$ cat config.mk
export PLATFORM = sky130hd
export DESIGN_NAME = dram_pwr_ctrl
export DESIGN_NICKNAME = d
export VERILOG_FILES = /design/src/rtl/dpc_pkg.sv /design/src/rtl/dpc_cfg_regs.sv /design/src/rtl/dpc_chip_fsm.sv /design/src/rtl/dpc_energy_acc.sv /design/src/rtl/dram_pwr_ctrl.sv
export SDC_FILE = /design/constraint.sdc
export NUM_CORES = 1
export LEC_CHECK = 0
export ABC_AREA = 1
export BUFFER_PORTS_ARGS = -buffer_cell sky130_fd_sc_hd__buf_4
export CAP_MARGIN = 40
export CELL_PAD_IN_SITES_DETAIL_PLACEMENT = 2
export CELL_PAD_IN_SITES_GLOBAL_PLACEMENT = 2
export CORE_UTILIZATION = 39
export DETAILED_ROUTE_END_ITERATION = 7
export PLACE_DENSITY = 0.86
export SYNTH_ARGS = -nofsm -noshare
export SYNTH_HDL_FRONTEND = slang
export SYNTH_HIERARCHICAL = 1
export SYNTH_SLANG_ARGS = --single-unit
$ cat constraint.sdc
create_clock -name clk -period 7.5 [get_ports clk]
set_input_delay 0.375 -clock clk [delete_from_list [all_inputs] [get_ports clk]]
set_output_delay 0.375 -clock clk [all_outputs]
set_load 0.005 [all_outputs]
$ cat src/rtl/dpc_pkg.sv
package dpc_pkg;

    parameter int unsigned DPC_CFG_W  = 16;
    parameter int unsigned DPC_ADDR_W = 4;

    typedef enum logic [1:0] {
        PS_ACTIVE  = 2'd0,
        PS_STANDBY = 2'd1,
        PS_NAP     = 2'd2,
        PS_PDOWN   = 2'd3
    } pstate_e;

    localparam logic [DPC_ADDR_W-1:0] A_THR_AS  = 4'd0;
    localparam logic [DPC_ADDR_W-1:0] A_THR_SN  = 4'd1;
    localparam logic [DPC_ADDR_W-1:0] A_THR_NP  = 4'd2;
    localparam logic [DPC_ADDR_W-1:0] A_WK_STBY = 4'd3;
    localparam logic [DPC_ADDR_W-1:0] A_WK_NAP  = 4'd4;
    localparam logic [DPC_ADDR_W-1:0] A_WK_PD   = 4'd5;
    localparam logic [DPC_ADDR_W-1:0] A_PW_ACT  = 4'd6;
    localparam logic [DPC_ADDR_W-1:0] A_PW_STBY = 4'd7;
    localparam logic [DPC_ADDR_W-1:0] A_PW_NAP  = 4'd8;
    localparam logic [DPC_ADDR_W-1:0] A_PW_PD   = 4'd9;
    localparam logic [DPC_ADDR_W-1:0] A_BASE    = 4'd10;

    typedef struct packed {
        logic [DPC_CFG_W-1:0] thr_as;
        logic [DPC_CFG_W-1:0] thr_sn;
        logic [DPC_CFG_W-1:0] thr_np;
        logic [DPC_CFG_W-1:0] wk_stby;
        logic [DPC_CFG_W-1:0] wk_nap;
        logic [DPC_CFG_W-1:0] wk_pd;
        logic [DPC_CFG_W-1:0] pw_act;
        logic [DPC_CFG_W-1:0] pw_stby;
        logic [DPC_CFG_W-1:0] pw_nap;
        logic [DPC_CFG_W-1:0] pw_pd;
        pstate_e              base;
    } cfg_t;

endpackage

$ cat src/rtl/dpc_cfg_regs.sv
module dpc_cfg_regs
    import dpc_pkg::*;
#(
    parameter int unsigned DEF_THR_AS  = 16,
    parameter int unsigned DEF_THR_SN  = 128,
    parameter int unsigned DEF_THR_NP  = 1024,
    parameter int unsigned DEF_WK_STBY = 6,
    parameter int unsigned DEF_WK_NAP  = 60,
    parameter int unsigned DEF_WK_PD   = 6000,
    parameter int unsigned DEF_PW_ACT  = 300,
    parameter int unsigned DEF_PW_STBY = 180,
    parameter int unsigned DEF_PW_NAP  = 30,
    parameter int unsigned DEF_PW_PD   = 3,
    parameter int unsigned DEF_BASE    = 2
) (
    input  logic                  clk,
    input  logic                  rst_n,
    input  logic                  we_i,
    input  logic [DPC_ADDR_W-1:0] addr_i,
    input  logic [DPC_CFG_W-1:0]  data_i,
    output cfg_t                  cfg_o
);

    localparam cfg_t CFG_RST = '{
        thr_as:  DPC_CFG_W'(DEF_THR_AS),
        thr_sn:  DPC_CFG_W'(DEF_THR_SN),
        thr_np:  DPC_CFG_W'(DEF_THR_NP),
        wk_stby: DPC_CFG_W'(DEF_WK_STBY),
        wk_nap:  DPC_CFG_W'(DEF_WK_NAP),
        wk_pd:   DPC_CFG_W'(DEF_WK_PD),
        pw_act:  DPC_CFG_W'(DEF_PW_ACT),
        pw_stby: DPC_CFG_W'(DEF_PW_STBY),
        pw_nap:  DPC_CFG_W'(DEF_PW_NAP),
        pw_pd:   DPC_CFG_W'(DEF_PW_PD),
        base:    pstate_e'(DEF_BASE[1:0])
    };

    cfg_t cfg_d, cfg_q;

    always_comb begin
        cfg_d = cfg_q;
        if (we_i) begin
            case (addr_i)
                A_THR_AS:  cfg_d.thr_as  = data_i;
                A_THR_SN:  cfg_d.thr_sn  = data_i;
                A_THR_NP:  cfg_d.thr_np  = data_i;
                A_WK_STBY: cfg_d.wk_stby = data_i;
                A_WK_NAP:  cfg_d.wk_nap  = data_i;
                A_WK_PD:   cfg_d.wk_pd   = data_i;
                A_PW_ACT:  cfg_d.pw_act  = data_i;
                A_PW_STBY: cfg_d.pw_stby = data_i;
                A_PW_NAP:  cfg_d.pw_nap  = data_i;
                A_PW_PD:   cfg_d.pw_pd   = data_i;
                A_BASE:    cfg_d.base    = pstate_e'(data_i[1:0]);
                default:   ;
            endcase
        end
    end

    always_ff @(posedge clk or negedge rst_n) begin
        if (!rst_n) cfg_q <= CFG_RST;
        else        cfg_q <= cfg_d;
    end

    assign cfg_o = cfg_q;

    AST_CFG_HOLD: assert property (@(posedge clk) disable iff (!rst_n)
        !we_i |=> $stable(cfg_q));

endmodule

$ cat src/rtl/dpc_chip_fsm.sv
module dpc_chip_fsm
    import dpc_pkg::*;
#(
    parameter int unsigned CNT_W = 16
) (
    input  logic    clk,
    input  logic    rst_n,
    input  logic    mode4_i,
    input  logic    hit_i,
    input  cfg_t    cfg_i,
    output pstate_e state_o,
    output logic    grant_o
);

    typedef struct packed {
        pstate_e              state;
        logic                 waking;
        logic [CNT_W-1:0]     idle;
        logic [DPC_CFG_W-1:0] wcnt;
    } chip_t;

    localparam chip_t CHIP_RST = '{
        state:  PS_ACTIVE,
        waking: 1'b0,
        idle:   '0,
        wcnt:   '0
    };

    chip_t                r_d, r_q;
    logic [CNT_W-1:0]     idle_inc;
    logic [DPC_CFG_W-1:0] thr_raw;
    logic [DPC_CFG_W-1:0] wake_raw;
    logic                 thr_met;
    logic                 wake_short;

    // threshold and wake latency selected by the current state
    always_comb begin
        thr_raw  = cfg_i.thr_np;
        wake_raw = cfg_i.wk_pd;
        case (r_q.state)
            PS_ACTIVE:  thr_raw = cfg_i.thr_as;
            PS_STANDBY: thr_raw = cfg_i.thr_sn;
            default:    thr_raw = cfg_i.thr_np;
        endcase
        case (r_q.state)
            PS_STANDBY: wake_raw = cfg_i.wk_stby;
            PS_NAP:     wake_raw = cfg_i.wk_nap;
            default:    wake_raw = cfg_i.wk_pd;
        endcase
        idle_inc   = (r_q.idle == '1) ? r_q.idle : r_q.idle + CNT_W'(1);
        thr_met    = 32'(idle_inc) >= 32'(thr_raw);
        wake_short = wake_raw <= DPC_CFG_W'(1);
    end

    // next-state computation
    always_comb begin
        r_d     = r_q;
        grant_o = 1'b0;
        if (r_q.state == PS_ACTIVE) begin
            if (hit_i) begin
                grant_o  = 1'b1;
                r_d.idle = '0;
            end else if (mode4_i) begin
                if (thr_met) begin
                    r_d.state = PS_STANDBY;
                    r_d.idle  = '0;
                end else begin
                    r_d.idle = idle_inc;
                end
            end else if (cfg_i.base != PS_ACTIVE) begin
                r_d.state = cfg_i.base;
                r_d.idle  = '0;
            end else begin
                r_d.idle = idle_inc;
            end
        end else if (r_q.waking) begin
            r_d.idle = '0;
            if (r_q.wcnt <= DPC_CFG_W'(1)) begin
                r_d.state  = PS_ACTIVE;
                r_d.waking = 1'b0;
            end else begin
                r_d.wcnt = r_q.wcnt - DPC_CFG_W'(1);
            end
        end else if (hit_i) begin
            r_d.idle = '0;
            if (wake_short) begin
                r_d.state = PS_ACTIVE;
            end else begin
                r_d.waking = 1'b1;
                r_d.wcnt   = wake_raw - DPC_CFG_W'(1);
            end
        end else if (mode4_i && r_q.state != PS_PDOWN && thr_met) begin
            r_d.state = pstate_e'(r_q.state + 2'd1);
            r_d.idle  = '0;
        end else begin
            r_d.idle = idle_inc;
        end
    end

    always_ff @(posedge clk or negedge rst_n) begin
        if (!rst_n) r_q <= CHIP_RST;
        else        r_q <= r_d;
    end

    assign state_o = r_q.state;

    AST_CASCADE_ONE_STEP: assert property (@(posedge clk) disable iff (!rst_n)
        ($past(mode4_i) && r_q.state > $past(r_q.state))
            |-> r_q.state == pstate_e'($past(r_q.state) + 2'd1));
    AST_WAKE_LANDS_ACTIVE: assert property (@(posedge clk) disable iff (!rst_n)
        (r_q.state < $past(r_q.state)) |-> r_q.state == PS_ACTIVE);
    AST_WAKE_HOLDS: assert property (@(posedge clk) disable iff (!rst_n)
        r_q.waking |=> (r_q.state == $past(r_q.state) || r_q.state == PS_ACTIVE));
    AST_IDLE_CLEARED: assert property (@(posedge clk) disable iff (!rst_n)
        hit_i |=> r_q.idle == '0);
    AST_IDLE_SATURATES: assert property (@(posedge clk) disable iff (!rst_n)
        (r_q.idle == '1 && !hit_i) |=> (r_q.idle == '1 || r_q.idle == '0));
    AST_TWO_STATE_DROP: assert property (@(posedge clk) disable iff (!rst_n)
        (!mode4_i && r_q.state == PS_ACTIVE && !hit_i && cfg_i.base != PS_ACTIVE)
            |=> r_q.state == $past(cfg_i.base));

endmodule

$ cat src/rtl/dpc_energy_acc.sv
module dpc_energy_acc
    import dpc_pkg::*;
#(
    parameter int unsigned ENERGY_W = 32
) (
    input  logic                clk,
    input  logic                rst_n,
    input  pstate_e             state_i,
    input  cfg_t                cfg_i,
    output logic [ENERGY_W-1:0] acc_o
);

    localparam int unsigned SUM_W = ENERGY_W + 1;

    logic [ENERGY_W-1:0]  acc_d, acc_q;
    logic [DPC_CFG_W-1:0] weight;
    logic [SUM_W-1:0]     sum;

    always_comb begin
        case (state_i)
            PS_ACTIVE:  weight = cfg_i.pw_act;
            PS_STANDBY: weight = cfg_i.pw_stby;
            PS_NAP:     weight = cfg_i.pw_nap;
            default:    weight = cfg_i.pw_pd;
        endcase
        sum   = SUM_W'(acc_q) + SUM_W'(weight);
        acc_d = sum[ENERGY_W] ? '1 : sum[ENERGY_W-1:0];
    end

    always_ff @(posedge clk or negedge rst_n) begin
        if (!rst_n) acc_q <= '0;
        else        acc_q <= acc_d;
    end

    assign acc_o = acc_q;

    AST_ENERGY_MONOTONIC: assert property (@(posedge clk) disable iff (!rst_n)
        acc_q >= $past(acc_q));

endmodule

$ cat src/rtl/dram_pwr_ctrl.sv
module dram_pwr_ctrl
    import dpc_pkg::*;
#(
    parameter int unsigned NCHIP       = 4,
    parameter int unsigned CNT_W       = 16,
    parameter int unsigned ENERGY_W    = 32,
    parameter int unsigned DEF_THR_AS  = 16,
    parameter int unsigned DEF_THR_SN  = 128,
    parameter int unsigned DEF_THR_NP  = 1024,
    parameter int unsigned DEF_WK_STBY = 6,
    parameter int unsigned DEF_WK_NAP  = 60,
    parameter int unsigned DEF_WK_PD   = 6000,
    parameter int unsigned DEF_BASE    = 2,
    localparam int unsigned CHIP_W     = (NCHIP > 1) ? $clog2(NCHIP) : 1
) (
    input  logic                        clk,
    input  logic                        rst_n,
    input  logic                        mode4_i,
    input  logic                        cfg_we_i,
    input  logic [3:0]                  cfg_addr_i,
    input  logic [15:0]                 cfg_data_i,
    input  logic                        req_valid_i,
    input  logic [CHIP_W-1:0]           req_chip_i,
    output logic                        req_ready_o,
    output logic [2*NCHIP-1:0]          state_o,
    output logic [ENERGY_W*NCHIP-1:0]   energy_o
);

    cfg_t             cfg;
    logic [NCHIP-1:0] grant_vec;

    dpc_cfg_regs #(
        .DEF_THR_AS  (DEF_THR_AS),
        .DEF_THR_SN  (DEF_THR_SN),
        .DEF_THR_NP  (DEF_THR_NP),
        .DEF_WK_STBY (DEF_WK_STBY),
        .DEF_WK_NAP  (DEF_WK_NAP),
        .DEF_WK_PD   (DEF_WK_PD),
        .DEF_PW_ACT  (300),
        .DEF_PW_STBY (180),
        .DEF_PW_NAP  (30),
        .DEF_PW_PD   (3),
        .DEF_BASE    (DEF_BASE)
    ) u_cfg (
        .clk    (clk),
        .rst_n  (rst_n),
        .we_i   (cfg_we_i),
        .addr_i (cfg_addr_i),
        .data_i (cfg_data_i),
        .cfg_o  (cfg)
    );

    for (genvar g = 0; g < NCHIP; g++) begin : g_chip
        logic    hit;
        pstate_e st;

        assign hit = req_valid_i && (req_chip_i == CHIP_W'(g));

        dpc_chip_fsm #(.CNT_W(CNT_W)) u_fsm (
            .clk     (clk),
            .rst_n   (rst_n),
            .mode4_i (mode4_i),
            .hit_i   (hit),
            .cfg_i   (cfg),
            .state_o (st),
            .grant_o (grant_vec[g])
        );

        dpc_energy_acc #(.ENERGY_W(ENERGY_W)) u_acc (
            .clk     (clk),
            .rst_n   (rst_n),
            .state_i (st),
            .cfg_i   (cfg),
            .acc_o   (energy_o[g*ENERGY_W +: ENERGY_W])
        );

        assign state_o[2*g +: 2] = st;
    end

    assign req_ready_o = |grant_vec;

    AST_ONE_GRANT: assert property (@(posedge clk) disable iff (!rst_n)
        $onehot0(grant_vec));
    AST_READY_NEEDS_VALID: assert property (@(posedge clk) disable iff (!rst_n)
        req_ready_o |-> req_valid_i);

endmodule

# After elaboration in Yosys (flattened, before gate mapping)
# Cells that the tools add are included.
[totals]
register_bits = 430
output_inout_bits = 137
elab_cells = 284
[classes]
bitwise = 4
n_lt_le_gt_ge = 12
addsub = 20
muxes = 113
n_reduce_logical = 47
eq_ne = 57
[op_table]
columns = ["op", "n"]
rows = [
  ["16-bit 2-to-1 mux", 44],
  ["16-bit case mux with 2 select lines", 8],
  ["16-bit case mux with 3 select lines", 4],
  ["35-bit 2-to-1 mux", 4],
  ["32-bit by 16-bit adder with 33-bit output", 4],
  ["16-bit by 1-bit less-or-equal comparator with 1-bit output (second input constant)", 8],
  ["32-bit 2-to-1 mux", 4],
  ["16-bit by 1-bit subtractor with 16-bit output (second input constant)", 8],
  ["16-bit by 1-bit adder with 16-bit output (second input constant)", 4],
  ["16-bit equality test (second input constant)", 4],
  ["16-bit greater-or-equal comparator", 4],
  ["2-bit 2-to-1 mux", 29],
  ["2-bit != test (second input constant)", 12],
  ["3-bit != test (second input constant)", 8],
  ["6-bit AND reduction", 4],
  ["2-bit AND reduction", 11],
  ["4-bit by 3-bit equality test with 1-bit output (second input constant)", 4],
  ["1-bit 2-to-1 mux", 16],
  ["4-bit AND reduction", 4],
  ["4-bit nonzero test", 4],
  ["2-bit equality test (second input constant)", 6],
  ["4-bit equality test (second input constant)", 3],
  ["1-bit logical AND", 12],
  ["3-bit 2-to-1 mux", 4],
  ["12 further kinds", 40],
]

# Logic depth before layout (Yosys ltp)
# Gate-level depths: netlist of the first run.
[logic_depth]
ltp_word = 8
ltp_mapped = 22
ltp_nobuf = 22

# Cells and area by module
# Netlist of the first run, hierarchy kept.
[modules_own_cells]
columns = ["mod", "area_each_um2", "n_inst", "seq_area_each_um2", "cells_per_inst"]
rows = [
  ["dpc_chip_fsm at g_chip[1].u_fsm ...", 3809.9, 3, 875.8, 575],
  ["dpc_energy_acc at g_chip[0].u_acc ...", 3315.7, 2, 800.8, 534],
  ["dpc_cfg_regs", 6536.3, 1, 4092.7, 737],
  ["dpc_chip_fsm at g_chip[0].u_fsm", 3691.0, 1, 875.8, 567],
  ["dpc_energy_acc at g_chip[3].u_acc", 3283.1, 1, 800.8, 533],
  ["dpc_energy_acc at g_chip[2].u_acc", 3268.1, 1, 800.8, 533],
  ["dram_pwr_ctrl", 41.3, 1, 0.0, 11],
]

# Worst setup path after synthesis of the first run
# No wires, ideal clock.
[synth_timing]
path_type = "flip-flop to flip-flop"
start = "reg g_chip[1].u_fsm.r_q (netlist bit g_chip[1].u_fsm/state_o[1])"
end = "reg g_chip[1].u_fsm/r_q[22] in the netlist's numbering"
setup_time_ns = 0.142
synth_period_minus_slack_ns = 2.992
setup_slack_ns = 4.508
arrival_ns = 2.850
stages_incl_launch_ff = 16
required_ns = 7.358
path_buffers = 3
path_cell_list = "dfrtp_1 > inv_1 > ha_1 > buf_2 > nor2_1 > clkbuf_1 > a21oi_1 > ha_1 > nand2_1 > nor4_1 > nand2_1 > nand3_1 > nand2_1 > nand3b_1 > clkbuf_1 > a21boi_0"
[synth_rtl]
columns = ["element", "line", "rtl"]
rows = [
  ["from (decl)", "dpc_chip_fsm.sv:29", "chip_t r_d, r_q;"],
  ["from (signal assigned)", "dpc_chip_fsm.sv:102", "else r_q <= r_d;"],
]

# Worst setup path in the final report of the first run
[layout_timing]
start = "reg g_chip[1].u_fsm.r_q (netlist bit g_chip[1].u_fsm/state_o[0])"
end = "reg g_chip[1].u_acc.acc_q[13]"
[layout_between]
elab_chain_len = 4
word_cells_on_any_way = 6
cone_classes = "add/sub: 1; eq/ne: 2; mux: 2; reduce/logical: 1"
[layout_lines]
columns = ["element", "line", "rtl"]
rows = [
  ["2-bit equality test (tied with other cells)", "dpc_energy_acc.sv:20", "case (state_i)"],
  ["16-bit case mux with 3 select lines (*)", "dpc_energy_acc.sv:20", ""],
  ["32-bit by 16-bit adder with 33-bit output (*)", "dpc_energy_acc.sv:26", "sum = SUM_W'(acc_q) + SUM_W'(weight);"],
  ["32-bit 2-to-1 mux (*)", "dpc_energy_acc.sv:27", "acc_d = sum[ENERGY_W] ? '1 : sum[ENERGY_W-1:0];"],
  ["named net g_chip[1].u_acc.acc_d[13]", "dpc_energy_acc.sv:15", "logic [ENERGY_W-1:0] acc_d, acc_q;"],
  ["to (signal assigned)", "dpc_energy_acc.sv:31", "if (!rst_n) acc_q <= '0;"],
  ["to (signal assigned)", "dpc_energy_acc.sv:32", "else acc_q <= acc_d;"],
  ["to (decl)", "dpc_energy_acc.sv:15", ""],
]
# Mark *: on every way through the listed nets, which the timed path passes. The rest lies on a longest branch.
# A chain may end at the register's enable or synchronous reset.

==> results.yml, run 1 <==
run_status:
  status: "complete, but fails checks"
  violations: "design-rule violations"
min_path:
  min-delay-start: "cfg_data_i[2]"
  min_path_type: "input port to register"
  hold_path_depth: 3
route:
  dr.pass1.iters: 7
  drtIter0Drc: 2192
  wl_um: 154800
  vias: 36890
  drc_errors: 24
  vias_per_cell: 5.720
  ant_nets: 0
  wl_per_cell_um: 24.00
placed_design:
  dpl_worst_slack_ps: 3104
  gp_congestion: 0.9390
  portBuffers: 163
  dp_cells: 6345
  dp_hpwl_um: 108900
setup_path:
  crit_path_end_kind: "register"
  cp.arrival_ps: 5370
  worstSetupPathType: "register to register"
  crit_path_frequent_cell: "inv_1"
  worstPathCellList: "inv_1, nor2_2, nand2_1, nand3_1, o21ai_1, inv_1, ha_1, inv_1, fa_1, inv_1, nand3_1, nand3_2, nand2_2, nand2_4, nand2_2, nand2_2, nand3_2, buf_16, nand2_1"
  crit_path_start: "g_chip[1].u_fsm/state_o[0]"
  slowest_delay_ps: 990
  cp_max_fo: 25
  r2r_start: "g_chip[1].u_fsm/state_o[0]"
  reg2reg_depth: 19
  required_ps: 8070
  cpMaxStageDelayCell: "dfrtp_1"
  critPathLaunchType: "register"
clock_network:
  h-tree-depth: 2
  clockRootBuffer: "clkbuf_16"
  cts.path.max_buffers: 3
  post_cts_resized: 0
  holdBufCountCts: 1
  clock_latency_ps: 640
  clkTransAtPathRegs_ps: 70
  tritoncts: "yes"
  numCtsBuffers: 54
  clock-sinks: 430
  cts_setup_buffers: 0
global_routing:
  grt_pass1_vias: 41030
  grt_antenna_before_repair: 1
  grt-ovfl-total: 0
  grt_pass1_wl_um: 241200
  grt_util_all_layers_pct: 33.87
  grt_max_degree: 156
finish:
  finalNonFillerCells: 6449
  drive_gt1_share_pct: 12.99
  area_growth_syn_to_layout_pct: 11.20
  layout.nets: 5437
synth:
  seq_area_frac_synth_pct: 30.96
  netlist_top_cells_count: "nand2_1 (1786), inv_1 (591), nand3_1 (450), dfrtp_1 (399), nor2_1 (315)"
  yosysTopAreaCell: "dfrtp_1"
  yosys-top-cells-area: "dfrtp_1 (29%), nand2_1 (19%), nand3_1 (6.5%), inv_1 (6.4%), ha_1 (6.0%)"
  synth_edf_count: 0
  syn_avg_cell_area_sq_um: 6.742
  ys.flop_type: "dfrtp_1"
  yosysWarnings: 6
  syn_area_sq_mm: 0.03488
  syn_nets: 5373
  synth.most_common_cell: "nand2_1"
  synthArstFlopShare_pct: 100.0
  yosysUniqueCellTypes: 52
  synth_top_area_share_pct: 28.62
  synthCells: 5174
  synth_seq_cells: 430
timing:
  rsz0062_at_grt: "false"
  finalSetupTns_ps: 0
  drv_slew: 0
  clock_skew_ps: 29.05
  final.setup.worst_slack_ps: 2698
  clock.fmax_mhz: 208.3
  setup_violations: 0
  hold_viol_final: 0
  max-slew-margin-rel_pct: 33.44
  tightest_slew_ps: 998.4
  period_share_pct: 64.02
  layout_min_cycle_time_ps: 4802
floorplan:
  die_h_um: 301.1
  fp.coreArea_sq_mm: 0.08851
  ios: 164
  initial_core_util_pct: 39.41
  die_w_um: 301.1
  rows: 109
  die_area_sq_mm: 0.09064
power_and_ir_drop:
  peakVddDrop_v: 0.0002691
  powerDensity_mw_per_mm2: 467.0
  power_mw: 18.11
  p_leak_nw: 21.07
flow_run:
  cap_violations: 0
==> placed cells by master, fill, tap and decap left out, types with 28 or more instances in the layout <==
cell type  count
a21boi_0      39
a21oi_1      167
a22o_1        60
buf_4        186
clkbuf_16     55
dfrtp_1      399
dfstp_2       31
ha_1         168
inv_1        591
inv_2         38
nand2_1     1786
nand2_2       83
nand3_1      450
nand3_2       90
nand4_1      106
nor2_1       315
nor3_1        38
o21ai_0      186
o21ai_1       39
o21ai_2       42
or2_1         28
or2_2         35
xnor2_1       29
xor2_1        82
==> power by group <==
group / internal (mW) / total (mW) / switching (mW) / leakage, nW
combinational: 3.56 / 11.0 / 7.42 / 14.6
clock: 1.83 / 3.04 / 1.21 / 0.978
sequential: 3.00 / 4.10 / 1.09 / 5.47
==> worst paths after layout <==
path                                                  end  slack [ps]
worst max register to register  g_chip[1].u_acc/acc_o[13]        2700
worst min-delay path                     u_cfg/cfg_o[100]          50
worst min register to register     g_chip[1].u_fsm/r_q[7]         490
max in group asynchronous        g_chip[0].u_acc/acc_o[3]        5640
worst max-delay path            g_chip[1].u_acc/acc_o[13]        2700
min in group asynchronous         g_chip[0].u_fsm/r_q[26]         310
==> state kept, by name, indices dropped and copies added (netlist names) <==
name,count
u_cfg/cfg_o,162
g_chip.u_fsm/r_q,132
g_chip.u_acc/acc_o,128
g_chip.u_fsm/state_o,8
==> area by class of cell <==
type	instances	area, sq um
well taps	1165	1458
fillers	10590	49730
diodes	1	2.502
clock buffers	74	1558
flip-flops and latches	430	10800
multi-input cells	3927	20640
clock inverters	27	430.4
inverters	632	2372
repair buffers	193	1524
==> metal layers <==
metal  vias to the layer above  share of wire, %  track usage (%)  wire (um)
met4                         2               5.0            16.00       7797
met3                       402               5.0            4.942       7743
met1                     18690                41            40.50      62810
met2                      1084                49            59.47      76390
li1                      16710                 -                -          -
met5                         -             0.012                0         18
==> per-stage QoR <==
stage	hold slack [ps]	util, %	cell area [sq um]
6_report	46.62	43.82	38790
5_1_grt	40.70	43.82	38780
4_1_cts	18.21	43.81	38780
3_5_place_dp	448.2	41.55	36780
3_3_place_gp	441.2	41.45	36690
2_1_floorplan	79.41	-	34880
==> critical path, delay by kind of cell (launching register included) <==
family / cells / cell delay (ps)
adder cells (fa/ha/maj): 2 / 680
flip-flops: 1 / 990
AND/OR/NAND/NOR: 11 / 2080
AO/OA/AOI/OAI: 1 / 80
buffers and inverters: 5 / 880
==> logic make-up after synthesis <==
kind of cell / count (synthesis) / share of synthesized area [%]
AO/OA/AOI/OAI: 585 / 10.18
XOR/XNOR: 111 / 2.787
adder cells (fa/ha/maj): 172 / 6.256
buffers and inverters: 817 / 9.918
flip-flops: 430 / 30.96
AND/OR/NAND/NOR: 3059 / 39.90
(Power assumes the default switching activity.)
==> run 2, diff against run 1 <==
--- a/config.mk
+++ b/config.mk
@@ -10,9 +10,9 @@
 export CAP_MARGIN = 40
 export CELL_PAD_IN_SITES_DETAIL_PLACEMENT = 2
 export CELL_PAD_IN_SITES_GLOBAL_PLACEMENT = 2
-export CORE_UTILIZATION = 39
+export CORE_UTILIZATION = 36
 export DETAILED_ROUTE_END_ITERATION = 7
-export PLACE_DENSITY = 0.86
+export PLACE_DENSITY = 0.8
 export SYNTH_ARGS = -nofsm -noshare
 export SYNTH_HDL_FRONTEND = slang
 export SYNTH_HIERARCHICAL = 1
==> constraint.sdc (replaced) <==
create_clock -name clk -period 4.8 [get_ports clk]
set_input_delay 0.24 -clock clk [delete_from_list [all_inputs] [get_ports clk]]
set_output_delay 0.24 -clock clk [all_outputs]
set_load 0.005 [all_outputs]
==> results.yml, run 2 (synthesized netlist as in run 1, its figures left out) <==
finish:
  area_growth_syn_to_layout_pct: 12.82
  layout.nets: 5478
  final_area_sq_mm: 0.03935
  drive_gt1_share_pct: 13.44
  final_common_cell: "nand2_1"
  nFillCells: 11590
  largest_reg_flops: 162
  regArea_sq_mm: 0.01080
  multi_input_area_sq_mm: 0.02064
  final_util_pct: 41.24
  final_cell_mix: "nand2_1 (1786), inv_1 (591), nand3_1 (450)"
global_routing:
  grt_max_degree: 113
  grt_pass1_vias: 39390
  grt_antenna_before_repair: 1
  grt_util_all_layers_pct: 29.40
  grt_pass1_wl_um: 228000
  grt-ovfl-total: 0
clock_network:
  tritoncts: "yes"
  clkTransAtPathRegs_ps: 70
  h-tree-depth: 2
  numCtsBuffers: 56
  post_cts_resized: 0
  clock_latency_ps: 660
  clock-sinks: 430
  cts.path.max_buffers: 3
  clockRootBuffer: "clkbuf_16"
floorplan:
  rows: 113
  initial_core_util_pct: 36.55
  die_w_um: 313.3
  die_area_sq_mm: 0.09814
  die_h_um: 313.3
  ios: 164
  fp.coreArea_sq_mm: 0.09544
setup_path:
  reg2reg_depth: 14
  cpMaxStageDelayCell: "ha_1"
  path_delay_family: "simple AND/OR/NAND/NOR gates"
  crit_path_frequent_cell: "a21oi_1"
  worstSetupPathType: "register to register"
  path_depth: 14
  crit_path_end_kind: "register"
  worstPathCellList: "inv_1, ha_1, nor2_1, buf_4, a21oi_1, ha_1, a21oi_1, o21ai_0, a21oi_1, nand3_1, nand2_1, nand3_1, nand2_1, and2_1"
  required_ps: 5380
  cp.arrival_ps: 4620
  slowest_delay_ps: 770
  critPathLaunchType: "register"
  cp_num_buf_inv: 2
  cp_max_fo: 23
placed_design:
  dpl_worst_slack_ps: 834.3
  dp_hpwl_um: 109000
  placed_area_sq_mm: 0.03711
  gp_congestion: 0.8859
  portBuffers: 163
timing:
  setup_violations: 0
  rsz0062_at_grt: "false"
  clock_skew_ps: 14.91
  finalSetupTns_ps: 0
  drv_slew: 0
  layout_min_cycle_time_ps: 4034
  clock.fmax_mhz: 247.9
  holdWs_ps: 52.94
  max-slew-margin-rel_pct: 39.64
  tightest_slew_ps: 905.4
  period_share_pct: 84.04
  hold_viol_final: 0
  final.setup.worst_slack_ps: 766.0
power_and_ir_drop:
  peakVddDrop_v: 0.0004493
  powerDensity_mw_per_mm2: 711.8
  p_leak_nw: 21.27
route:
  drtIter0Drc: 1903
  vias_per_cell: 5.470
  ant_nets: 0
  wl_um: 146000
  drc_errors: 0
  vias: 36070
  dr.pass1.iters: 5
  wl_per_cell_um: 22.14
flow_run:
  cap_violations: 0
min_path:
  min_path_type: "input port to register"
  hold_path_depth: 4
run_status:
  status: "finished, final reports clean"
run 2: cell types whose count changed in the layout (fill, tap and decap cells not counted):
| cell | delta |
|---|---|
| buf_16 | +1 |
| bufinv_16 | -2 |
| clkbuf_1 | -3 |
| inv_16 | +1 |
| diode_2 | +1 |
| buf_12 | +1 |
| clkbuf_8 | +4 |
| clkinvlp_4 | +6 |
| buf_4 | +20 |
| clkinv_2 | -2 |
| dlygate4sd3_1 | +17 |
| clkinv_8 | +1 |
| clkbuf_16 | +1 |
| inv_6 | -1 |
run 2: worst register-to-register path, cell delays in order (launching register included):
cell	delay, ps
dfrtp_1	590
inv_1	180
ha_1	770
nor2_1	140
buf_4	250
a21oi_1	230
ha_1	280
a21oi_1	200
o21ai_0	110
a21oi_1	200
nand3_1	130
nand2_1	100
nand3_1	350
nand2_1	280
and2_1	170
run 2: layer usage:
| layer | vias to the layer above | part of all wire [%] | global-route usage (%) |
|---|---|---|---|
| met2 | 731 | 49 | 51.75 |
| met5 | - | 0.0089 | 0 |
| met1 | 18280 | 44 | 37.38 |
| li1 | 16800 | - | - |
| met3 | 256 | 3.7 | 2.752 |
| met4 | 2 | 3.5 | 10.22 |
run 2: where the power goes:
| part | switching [mW] | internal [mW] | leakage, nW |
|---|---|---|---|
| clock | 1.91 | 2.86 | 0.993 |
| sequential | 1.54 | 4.69 | 5.47 |
| combinational | 11.3 | 5.69 | 14.8 |
run 2: through the flow:
stage                     cells  total power, mW
after floorplan            5174            17.38
after global placement     6463            22.07
after detailed placement   6468            23.04
after CTS                  6592            28.13
after global routing       6592            30.24
final                      6594            28.01
run 2: cell type report:
type | count | area share (%)
inverter | 632 | 6.028
antenna | 2 | 0.01272
clock inverter | 30 | 1.100
tap | 1265 | 4.022
multi-input combinational | 3927 | 52.45
sequential | 430 | 27.44
timing repair buffer | 232 | 4.807
clock buffer | 76 | 4.133
run 2: worst paths after layout:
path	to	from	slack, ps
min	u_cfg/cfg_o[133]	cfg_addr_i[1]	50
min in group asynchronous	g_chip[3].u_fsm/r_q[27]	rst_n	210
max	g_chip[0].u_fsm/r_q[30]	g_chip[0].u_fsm/state_o[1]	770
min reg2reg	g_chip[0].u_fsm/r_q[7]	g_chip[0].u_fsm/r_q[7]	490
max in group asynchronous	g_chip[0].u_acc/acc_o[31]	rst_n	3320
max reg2reg	g_chip[0].u_fsm/r_q[30]	g_chip[0].u_fsm/state_o[1]	770
run 2: what timing repair did:
item	in CTS	in global routing
setup buffers	0	0
hold endpoints to repair	228	0
hold buffers	18	0
